**src/rtl/refclk_failover_pkg.sv**
```systemverilog
package refclk_failover_pkg;
    localparam int NUM_REF = 2;

    typedef enum logic [1:0] {
        ST_TRACK = 2'd0,
        ST_HOLD0 = 2'd1,
        ST_HOLD1 = 2'd2
    } sel_state_t;
endpackage

```
**src/rtl/rfo_sync.sv**
```systemverilog
module rfo_sync #(
    parameter int               WIDTH   = 1,
    parameter int               STAGES  = 2,
    parameter logic [WIDTH-1:0] RST_VAL = '0
) (
    input  logic             clk_i,
    input  logic             rst_ni,
    input  logic [WIDTH-1:0] d_i,
    output logic [WIDTH-1:0] q_o
);
    logic [WIDTH-1:0] stg_q [STAGES];

    always_ff @(posedge clk_i or negedge rst_ni) begin
        if (!rst_ni) begin
            for (int i = 0; i < STAGES; i++) stg_q[i] <= RST_VAL;
        end else begin
            stg_q[0] <= d_i;
            for (int i = 1; i < STAGES; i++) stg_q[i] <= stg_q[i-1];
        end
    end

    assign q_o = stg_q[STAGES-1];
endmodule

```
**src/rtl/rfo_act_mon.sv**
```systemverilog
module rfo_act_mon (
    input  logic clk_i,
    input  logic rst_ni,
    input  logic clr_i,
    input  logic ref_s_i,
    input  logic fb_rise_i,
    output logic miss_o
);
    logic ref_d_q;
    logic act_q;
    logic armed_q;
    logic ref_edge;

    assign ref_edge = ref_s_i ^ ref_d_q;

    always_ff @(posedge clk_i or negedge rst_ni) begin
        if (!rst_ni) begin
            ref_d_q <= 1'b0;
            act_q   <= 1'b0;
            armed_q <= 1'b0;
        end else begin
            ref_d_q <= ref_s_i;
            if (clr_i) begin
                act_q   <= 1'b0;
                armed_q <= 1'b0;
            end else if (fb_rise_i) begin
                act_q   <= ref_edge;
                armed_q <= 1'b1;
            end else if (ref_edge) begin
                act_q <= 1'b1;
            end
        end
    end

    // window ends at a feedback rise: a silent, armed window is a miss
    assign miss_o = fb_rise_i && armed_q && !(act_q || ref_edge) && !clr_i;
endmodule

```
**src/rtl/rfo_fb_watch.sv**
```systemverilog
module rfo_fb_watch #(
    parameter int FB_TIMEOUT = 48
) (
    input  logic clk_i,
    input  logic rst_ni,
    input  logic fb_s_i,
    output logic fb_rise_o,
    output logic fb_lost_o
);
    localparam int CW = $clog2(FB_TIMEOUT + 1);
    localparam logic [CW-1:0] LIMIT = CW'(FB_TIMEOUT);

    logic          fb_d_q;
    logic [CW-1:0] cnt_q;

    always_ff @(posedge clk_i or negedge rst_ni) begin
        if (!rst_ni) begin
            fb_d_q <= 1'b0;
            cnt_q  <= '0;
        end else begin
            fb_d_q <= fb_s_i;
            if (fb_s_i != fb_d_q)  cnt_q <= '0;
            else if (cnt_q != LIMIT) cnt_q <= cnt_q + 1'b1;
        end
    end

    assign fb_rise_o = fb_s_i & ~fb_d_q;
    assign fb_lost_o = (cnt_q == LIMIT);
endmodule

```
**src/rtl/refclk_failover.sv**
```systemverilog
module refclk_failover
    import refclk_failover_pkg::*;
#(
    parameter int SYNC_STAGES = 2,
    parameter int FB_TIMEOUT  = 48
) (
    input  logic clk_i,
    input  logic rst_ni,
    input  logic ref0_i,
    input  logic ref1_i,
    input  logic fb_i,
    input  logic prim_sel_i,
    input  logic man_ovr_i,
    input  logic alarm_rst_ni,
    output logic bad0_o,
    output logic bad1_o,
    output logic sel_o
);
    localparam int NSYNC = NUM_REF + 4;

    logic [NSYNC-1:0]   raw_in, sync_out;
    logic [NUM_REF-1:0] ref_s, miss, set_vec, new_fail, bad_q;
    logic fb_s, prim_s, ovr_s, alarm_s, alarm_d_q;
    logic fb_rise, fb_lost, clr_pulse;
    logic fail_cur, other_ok, target;
    sel_state_t st_q, st_next;

    assign raw_in = {alarm_rst_ni, man_ovr_i, prim_sel_i, fb_i, ref1_i, ref0_i};

    rfo_sync #(
        .WIDTH  (NSYNC),
        .STAGES (SYNC_STAGES),
        .RST_VAL({1'b1, {(NSYNC-1){1'b0}}})
    ) u_sync (
        .clk_i (clk_i),
        .rst_ni(rst_ni),
        .d_i   (raw_in),
        .q_o   (sync_out)
    );

    assign ref_s   = sync_out[NUM_REF-1:0];
    assign fb_s    = sync_out[NUM_REF];
    assign prim_s  = sync_out[NUM_REF+1];
    assign ovr_s   = sync_out[NUM_REF+2];
    assign alarm_s = sync_out[NUM_REF+3];

    rfo_fb_watch #(.FB_TIMEOUT(FB_TIMEOUT)) u_fbw (
        .clk_i    (clk_i),
        .rst_ni   (rst_ni),
        .fb_s_i   (fb_s),
        .fb_rise_o(fb_rise),
        .fb_lost_o(fb_lost)
    );

    for (genvar g = 0; g < NUM_REF; g++) begin : g_mon
        rfo_act_mon u_mon (
            .clk_i    (clk_i),
            .rst_ni   (rst_ni),
            .clr_i    (clr_pulse),
            .ref_s_i  (ref_s[g]),
            .fb_rise_i(fb_rise),
            .miss_o   (miss[g])
        );
    end

    assign clr_pulse = alarm_d_q & ~alarm_s;
    assign set_vec   = miss | {NUM_REF{fb_lost}};
    assign new_fail  = set_vec & ~bad_q;

    assign fail_cur = prim_s ? new_fail[1] : new_fail[0];
    assign other_ok = prim_s ? !(set_vec[0] | bad_q[0]) : !(set_vec[1] | bad_q[1]);
    assign target   = (fail_cur && other_ok) ? !prim_s : prim_s;

    always_comb begin
        st_next = st_q;
        if (clr_pulse) begin
            st_next = ST_TRACK;                       // clear
        end else begin
            unique case (st_q)
                ST_TRACK: if (!ovr_s && (|new_fail))  // failover or freeze
                              st_next = target ? ST_HOLD1 : ST_HOLD0;
                ST_HOLD0: st_next = ST_HOLD0;
                ST_HOLD1: st_next = ST_HOLD1;
                default:  st_next = ST_TRACK;
            endcase
        end
    end

    // state register
    always_ff @(posedge clk_i or negedge rst_ni) begin
        if (!rst_ni) st_q <= ST_TRACK;
        else         st_q <= st_next;
    end

    // latched status outputs
    always_ff @(posedge clk_i or negedge rst_ni) begin
        if (!rst_ni) begin
            bad_q     <= '0;
            alarm_d_q <= 1'b1;
        end else begin
            alarm_d_q <= alarm_s;
            if (clr_pulse) bad_q <= '0;
            else           bad_q <= bad_q | set_vec;
        end
    end

    always_comb begin
        sel_o = prim_s;
        if (!ovr_s) begin
            unique case (st_q)
                ST_HOLD0: sel_o = 1'b0;
                ST_HOLD1: sel_o = 1'b1;
                default:  sel_o = prim_s;
            endcase
        end
    end

    assign bad0_o = bad_q[0];
    assign bad1_o = bad_q[1];
endmodule

```
**config.mk**
```make
export PLATFORM = sky130hd
export DESIGN_NAME = refclk_failover
export DESIGN_NICKNAME = d
export VERILOG_FILES = /design/src/rtl/refclk_failover_pkg.sv /design/src/rtl/rfo_sync.sv /design/src/rtl/rfo_act_mon.sv /design/src/rtl/rfo_fb_watch.sv /design/src/rtl/refclk_failover.sv
export SDC_FILE = /design/constraint.sdc
export NUM_CORES = 1
export LEC_CHECK = 0
export BUFFER_PORTS_ARGS = -buffer_cell sky130_fd_sc_hd__buf_4
export CAP_MARGIN = 25
export CORE_MARGIN = 3
export CORE_UTILIZATION = 54
export DETAILED_ROUTE_END_ITERATION = 16
export HOLD_SLACK_MARGIN = 0.03
export PLACE_DENSITY = 0.71
export SLEW_MARGIN = 15
export SYNTH_ARGS = -nofsm -noshare
export SYNTH_HDL_FRONTEND = slang
export SYNTH_SLANG_ARGS = --single-unit
```
**constraint.sdc**
```tcl
create_clock -name clk_i -period 5.2 [get_ports clk_i]
set_clock_uncertainty 0.2 [all_clocks]
set_input_delay 0.52 -clock clk_i [delete_from_list [all_inputs] [get_ports clk_i]]
set_output_delay 0.52 -clock clk_i [all_outputs]
set_load 0.02 [all_outputs]
```
### Word level (Yosys, flattened, before mapping)

Index checks and enable logic that the tools add are counted.

* flip-flop bits (word level): 29
* input bits: 8
* output and inout port bits: 3
* logic and storage cells: 73

* $add $sub $neg: 1
* equality and inequality tests: 6
* mux-type cells: 20
* bitwise logic cells: 12
* reduce and logical (&&, ||, !) cells: 22

Operator list (number)
* two-way mux 1 bit: 12
* two-way mux 6 bit: 2
* two-way mux 2 bit: 4
* logical AND 1 bit: 7
* zero test 1 bit: 7
* adder 6 x 1 -> 6 bit (second input constant): 1
* equality test 6 bit (second input constant): 1
* inequality test 6 bit (second input constant): 1
* one-hot mux 2 bit (3 select lines): 1
* nonzero test 3 bit: 2
* bitwise OR 2 bit: 2
* nonzero test 2 bit: 2
* inequality test 3 x 2 -> 1 bit (second input constant): 1
* AND 1 bit: 2
* AND 2 bit: 1
* equality test 2 x 1 -> 1 bit (second input constant): 1
* equality test 2 bit (second input constant): 1
* zero test 2 bit: 1
* logical OR 1 bit: 2
* NOT 1 bit: 2
* NOT 2 bit: 1
* bitwise OR 1 bit: 2
* one-hot mux 1 bit (2 select lines): 1
* OR reduction 2 bit: 1
* other kinds (2): 3

### Logic depth before layout (Yosys ltp)

* word-level depth: 15
* gate-level depth with buffers: 8
* gate-level depth less buffers: 8

### Hierarchy

From an unflattened synthesis, not the netlist that was laid out.

* cell total of the unflattened synthesis: 106
* area total of the unflattened synthesis: 1272.5 um2

Modules (own cells, without submodules)
* rfo_fb_watch: instances 1, cells an instance 36, area an instance 364.1 um2, seq. area each 175.2 um2
* rfo_sync: instances 1, cells an instance 18, area an instance 347.8 um2, seq. area each 302.8 um2
* refclk_failover: instances 1, cells an instance 32, area an instance 315.3 um2, seq. area each 126.4 um2
* rfo_act_mon: instances 2, cells an instance 10, area an instance 122.6 um2, seq. area each 75.1 um2

### Worst setup path before layout

OpenSTA, ideal clock, no wires.

* kind: flip-flop to flip-flop
* from: register u_fbw.cnt_q[0]
* to: register st_q[0]
* library setup time: 0.065 ns
* data arrival time: 1.775 ns
* required time: 4.935 ns
* path slack: 3.160 ns
* stages on the path, launching flop included: 9
* path buffers: 0
* clock period less this slack: 2.040 ns
* cells stage by stage: dfrtp_1 -> inv_1 -> ha_1 -> nand4b_4 -> a211oi_1 -> a221oi_1 -> or2_1 -> or4_1 -> nand2_1

* word-level cells in the longest chain between the ends: 11
* elaborated cells on any way between the ends: 18
* classes of those cells: eq/ne (2); mux (7); bitwise (4); reduce/logical (5)

Ends and longest elaborated chain
* start, declared: RTL line rfo_fb_watch.sv:14 `logic [CW-1:0] cnt_q;`
* start signal, assigned: RTL line rfo_fb_watch.sv:23 `else if (cnt_q != LIMIT) cnt_q <= cnt_q + 1'b1;`
* equality test 6 bit *: RTL line rfo_fb_watch.sv:28 `assign fb_lost_o = (cnt_q == LIMIT);`
* bitwise OR 2 bit *: RTL line refclk_failover.sv:67 `assign set_vec = miss | {NUM_REF{fb_lost}};`
* bitwise OR 1 bit: RTL line refclk_failover.sv:71 `assign other_ok = prim_s ? !(set_vec[0] | bad_q[0]) : !(set_vec[1] | bad_q[1]);`
* zero test 1 bit: RTL line refclk_failover.sv:71
* two-way mux 1 bit: RTL line refclk_failover.sv:71
* logical AND 1 bit: RTL line refclk_failover.sv:72 `assign target = (fail_cur && other_ok) ? !prim_s : prim_s;`
* two-way mux 1 bit: RTL line refclk_failover.sv:72
* two-way mux 2 bit: RTL line refclk_failover.sv:81 `st_next = target ? ST_HOLD1 : ST_HOLD0;`
* two-way mux 2 bit: RTL line refclk_failover.sv:80 `ST_TRACK: if (!ovr_s && (|new_fail))`
* one-hot mux 2 bit (3 select lines): RTL line refclk_failover.sv:79 `unique case (st_q)`
* two-way mux 2 bit: RTL line refclk_failover.sv:76 `if (clr_pulse) begin`
* end signal, assigned: RTL line refclk_failover.sv:92 `else st_q <= st_next;`
* end, declared: RTL line refclk_failover.sv:26 `sel_state_t st_q, st_next;`

Mark *: on every way between the ends. The rest lies on a longest branch, timed or not. The select of a mux whose other input is x is not followed.
A chain may end at the register's enable or synchronous reset.

### Worst setup path after layout

* from: register st_q[1]
* to: output port sel_o

* word-level cells in the longest chain between the ends: 3
* elaborated cells on any way between the ends: 4
* classes of those cells: eq/ne (2); mux (2)

Ends and longest elaborated chain
* equality test 2 bit / equality test 2 x 1 -> 1 bit (equally long branches): RTL line refclk_failover.sv:110 `unique case (st_q)`
* one-hot mux 1 bit (2 select lines) *: RTL line refclk_failover.sv:110
* two-way mux 1 bit *: RTL line refclk_failover.sv:109 `if (!ovr_s) begin`
* end, declared: RTL line refclk_failover.sv:17 `output logic sel_o`

Mark *: on every way between the ends. The rest lies on a longest branch, timed or not.

==> results.yml <==
die:
  start_util_pct: 60.3
  ios: 11
  rows: 16
  dieArea_mm2: 0.00291
  core_mm2: 0.00206
  die_w_um: 54.0
  die_h_um: 54.0
timing:
  finalSetupViolCount: 0
  max_slew_margin_pct: 75.9
  grt_setup_unrepaired: "no"
  fmax_mhz: 410
  fin_hold_ws_ps: 108
  tightest_slew_ps: 356
  period_needed_ps: 2440
  min_period_over_period_pct: 46.9
  finalHoldViolCount: 0
  slew_violations: 0
  fin_tns_setup_ps: 0
worst_setup_path:
  path_cells: "inv_1 -> ha_1 -> nor2b_1 -> mux2_2 -> buf_4"
  critPathSlowestCell: "dfrtp_1"
  r2r-end: "st_q[0]"
  worst-path-max-fanout: 5
  end_kind: "output pin"
  crit_end: "sel_o"
  max_stage_delay_ps: 430
  crit_path_start: "st_q[1]"
  worstPathArrival_ps: 1720
  cp_num_buf_inv: 2
  start_kind: "flop"
  rr_worst_depth: 8
  cp_num_cells: 5
  r2r_slack_ps: 3010
  reg2reg_from: "u_fbw.cnt_q[0]"
  path_class: "reg2out"
  critical_path.top_delay_family: "flip-flops"
  cp.required_ps: 4480
drt:
  dr_total_vias: 784
  drtIter0Drc: 12
  first_pass_iters: 4
  wl_per_cell_um: 13.0
  antenna_left: 0
  via_per_inst: 5.37
  totalWireLength_mm: 1.90
  drc: 0
pwr:
  combPwrFrac_pct: 17.0
  peakVddDrop_mv: 0.265
  power.density_mw_per_mm2: 373
  p_leak_nw: 0.665
  p_sw_mw: 0.140
  switching_share_pct: 26.5
  p_seq_share_pct: 50.2
  p_int_mw: 0.390
  power_frac_clock_pct: 32.8
synthesis:
  avgSynthCellArea_um2: 12.2
  yosysSeqAreaShare_pct: 58.7
  ys_seq_elements: 29
  synth_cells: 102
  synth_top_cell_by_area: "dfrtp_1"
  yosysTopAreaCellShare_pct: 52.3
  netlist_area_mm2: 0.00124
  synth.area.top_cells: "dfrtp_1 (52%), dfstp_2 (6.3%), ha_1 (5.0%), xnor2_1 (4.2%), and2_1 (2.5%)"
  ys.warnings.count: 0
  ys_types: 34
  mappedNetlistNets: 115
grt:
  grt_pass1_wl_mm: 3.24
  grt_max_degree: 30
  grt_overflow: 0
  first_global_vias: 786
  antenna_found_initial: 0
  grt_use_total_pct: 16.3
finish:
  nets: 131
  n_antenna_cell: 0
  postLayoutCoreUtil_pct: 69.1
  syn2layout_area_growth_pct: 14.5
  drive_gt1_share_pct: 24.4
clock_tree:
  clock-sinks: 29
  clockRootBuffer: "clkbuf_4"
  cts_tree: "yes"
  cts-buffers-inserted: 5
  cts_buffer_depth: 2
  clk_pin_slew_ps: 90
  clk_latency_ps: 310
  cts_max_level: 2
placement:
  port_buffers: 10
  dpl.hpwl_mm: 1.32
  gp_congestion: 0.834
status:
  status: "complete, no violations"
min_path:
  min_path_type: "in2reg"
job:
  max_cap_violations: 0
[worst min-delay path by stage]
stage                               start              end  slack, ps  cells after the start
after floorplan                    rst_ni         bad_q[0]         20                      0
after global placement    u_sync.stg_q[9]    u_sync.q_o[3]        130                      0
after detailed placement  u_sync.stg_q[9]    u_sync.q_o[3]        140                      0
after CTS                          ref1_i  u_sync.stg_q[7]         90                      1
after global routing                 fb_i  u_sync.stg_q[8]         80                      1
final                              ref1_i  u_sync.stg_q[7]        110                      1
[per-stage QoR]
stage / instances / instance area [um^2] / setup WS [ps] / power (mW)
floorplan: 102 / 1240 / 3160 / 0.329
detailed placement: 137 / 1340 / 3040 / 0.359
finish: 146 / 1420 / 2760 / 0.531
global route: 146 / 1420 / 2660 / 0.562
CTS: 146 / 1420 / 2750 / 0.537
global placement: 137 / 1340 / 3110 / 0.354
[per-layer routing]
| layer | global-route usage, % | part of all wire, % | vias to the layer above |
|---|---|---|---|
| met5 | 0 | 0 | - |
| met4 | 10.4 | 2.6 | 0 |
| met3 | 5.82 | 5.8 | 7 |
| met2 | 25.6 | 47 | 26 |
| met1 | 18.9 | 45 | 366 |
| li1 | - | - | 385 |
[kinds of logic (layout without fill, tap and decap cells)]
| family | Yosys count | in the layout | synth area share, % |
|---|---|---|---|
| buffers and inverters | 7 | 24 | 2.72 |
| flip-flops | 29 | 29 | 58.7 |
| AND/OR/NAND/NOR | 41 | 41 | 20.4 |
| multiplexers | 2 | 2 | 1.71 |
| AO/OA/AOI/OAI | 11 | 11 | 6.54 |
| XOR/XNOR | 7 | 7 | 4.93 |
| adder cells (fa/ha/maj) | 5 | 5 | 5.03 |
[registers in the layout (all words and copies together) (netlist names)]
register	count
u_fbw.cnt_q	6
u_sync.q_o	6
u_sync.stg_q	6
bad_q	2
g_mon.u_mon.act_q	2
g_mon.u_mon.ref_d_q	2
st_q	2
alarm_d_q	1
g_mon.u_mon.armed_q	1
u_fbw.fb_d_q	1
[synthesized netlist by cell type]
| cell | count |
|---|---|
| o311ai_1 | 1 |
| buf_6 | 1 |
| nor4_1 | 1 |
| nor2b_4 | 1 |
| and2b_2 | 2 |
| xor2_1 | 1 |
| o41ai_1 | 1 |
| dfstp_2 | 3 |
| and2_1 | 5 |
| nand2b_1 | 2 |
| a21oi_1 | 2 |
| dfrtp_1 | 26 |
| mux2_2 | 1 |
| nor2b_1 | 2 |
| xnor2_1 | 6 |
| nand2_1 | 6 |
| a31oi_1 | 2 |
| mux2i_1 | 1 |
| nand3_1 | 4 |
| nor2_1 | 6 |
| ha_1 | 5 |
| a221oi_1 | 1 |
| clkbuf_1 | 1 |
| nand4b_4 | 1 |
| or2b_2 | 1 |
| inv_1 | 5 |
| and3_2 | 1 |
| or4_1 | 2 |
| a21bo_2 | 1 |
| nor3_1 | 4 |
| or2_1 | 1 |
| a211oi_1 | 3 |
| or2b_1 | 1 |
| nor2_2 | 1 |
[cell type report]
type	count	area (um^2)
timing repair buffer	11	85.1
clock buffer	6	41.3
fill	147	638
multi-input combinational	66	480
inverter	5	18.8
sequential	29	729
clock inverter	2	35.0
tap	27	33.8
[power by group through the flow]
stage	logic (mW)	registers [mW]	clock network, mW
floorplan	0.0647	0.265	0
global placement	0.0861	0.268	0
detailed placement	0.0894	0.270	0
CTS	0.0911	0.266	0.180
global route	0.103	0.268	0.191
finish	0.0901	0.266	0.174
[placed cells by master (no fill, tap or decap), types with 2 or more instances in the layout]
master	n
a211oi_1	3
a21oi_1	2
a31oi_1	2
and2_1	5
and2b_2	2
buf_4	10
clkbuf_4	5
dfrtp_1	26
dfstp_2	3
ha_1	5
inv_1	5
nand2_1	6
nand2b_1	2
nand3_1	4
nor2_1	6
nor2b_1	2
nor3_1	4
or4_1	2
xnor2_1	6
[what timing repair did]
item                      4_1_cts  5_1_grt
setup buffers                   0        0
hold endpoints to repair       26        0
hold buffers                    1        0
resized for setup               0        0
Note: power is estimated with default switching activity, not from simulation.
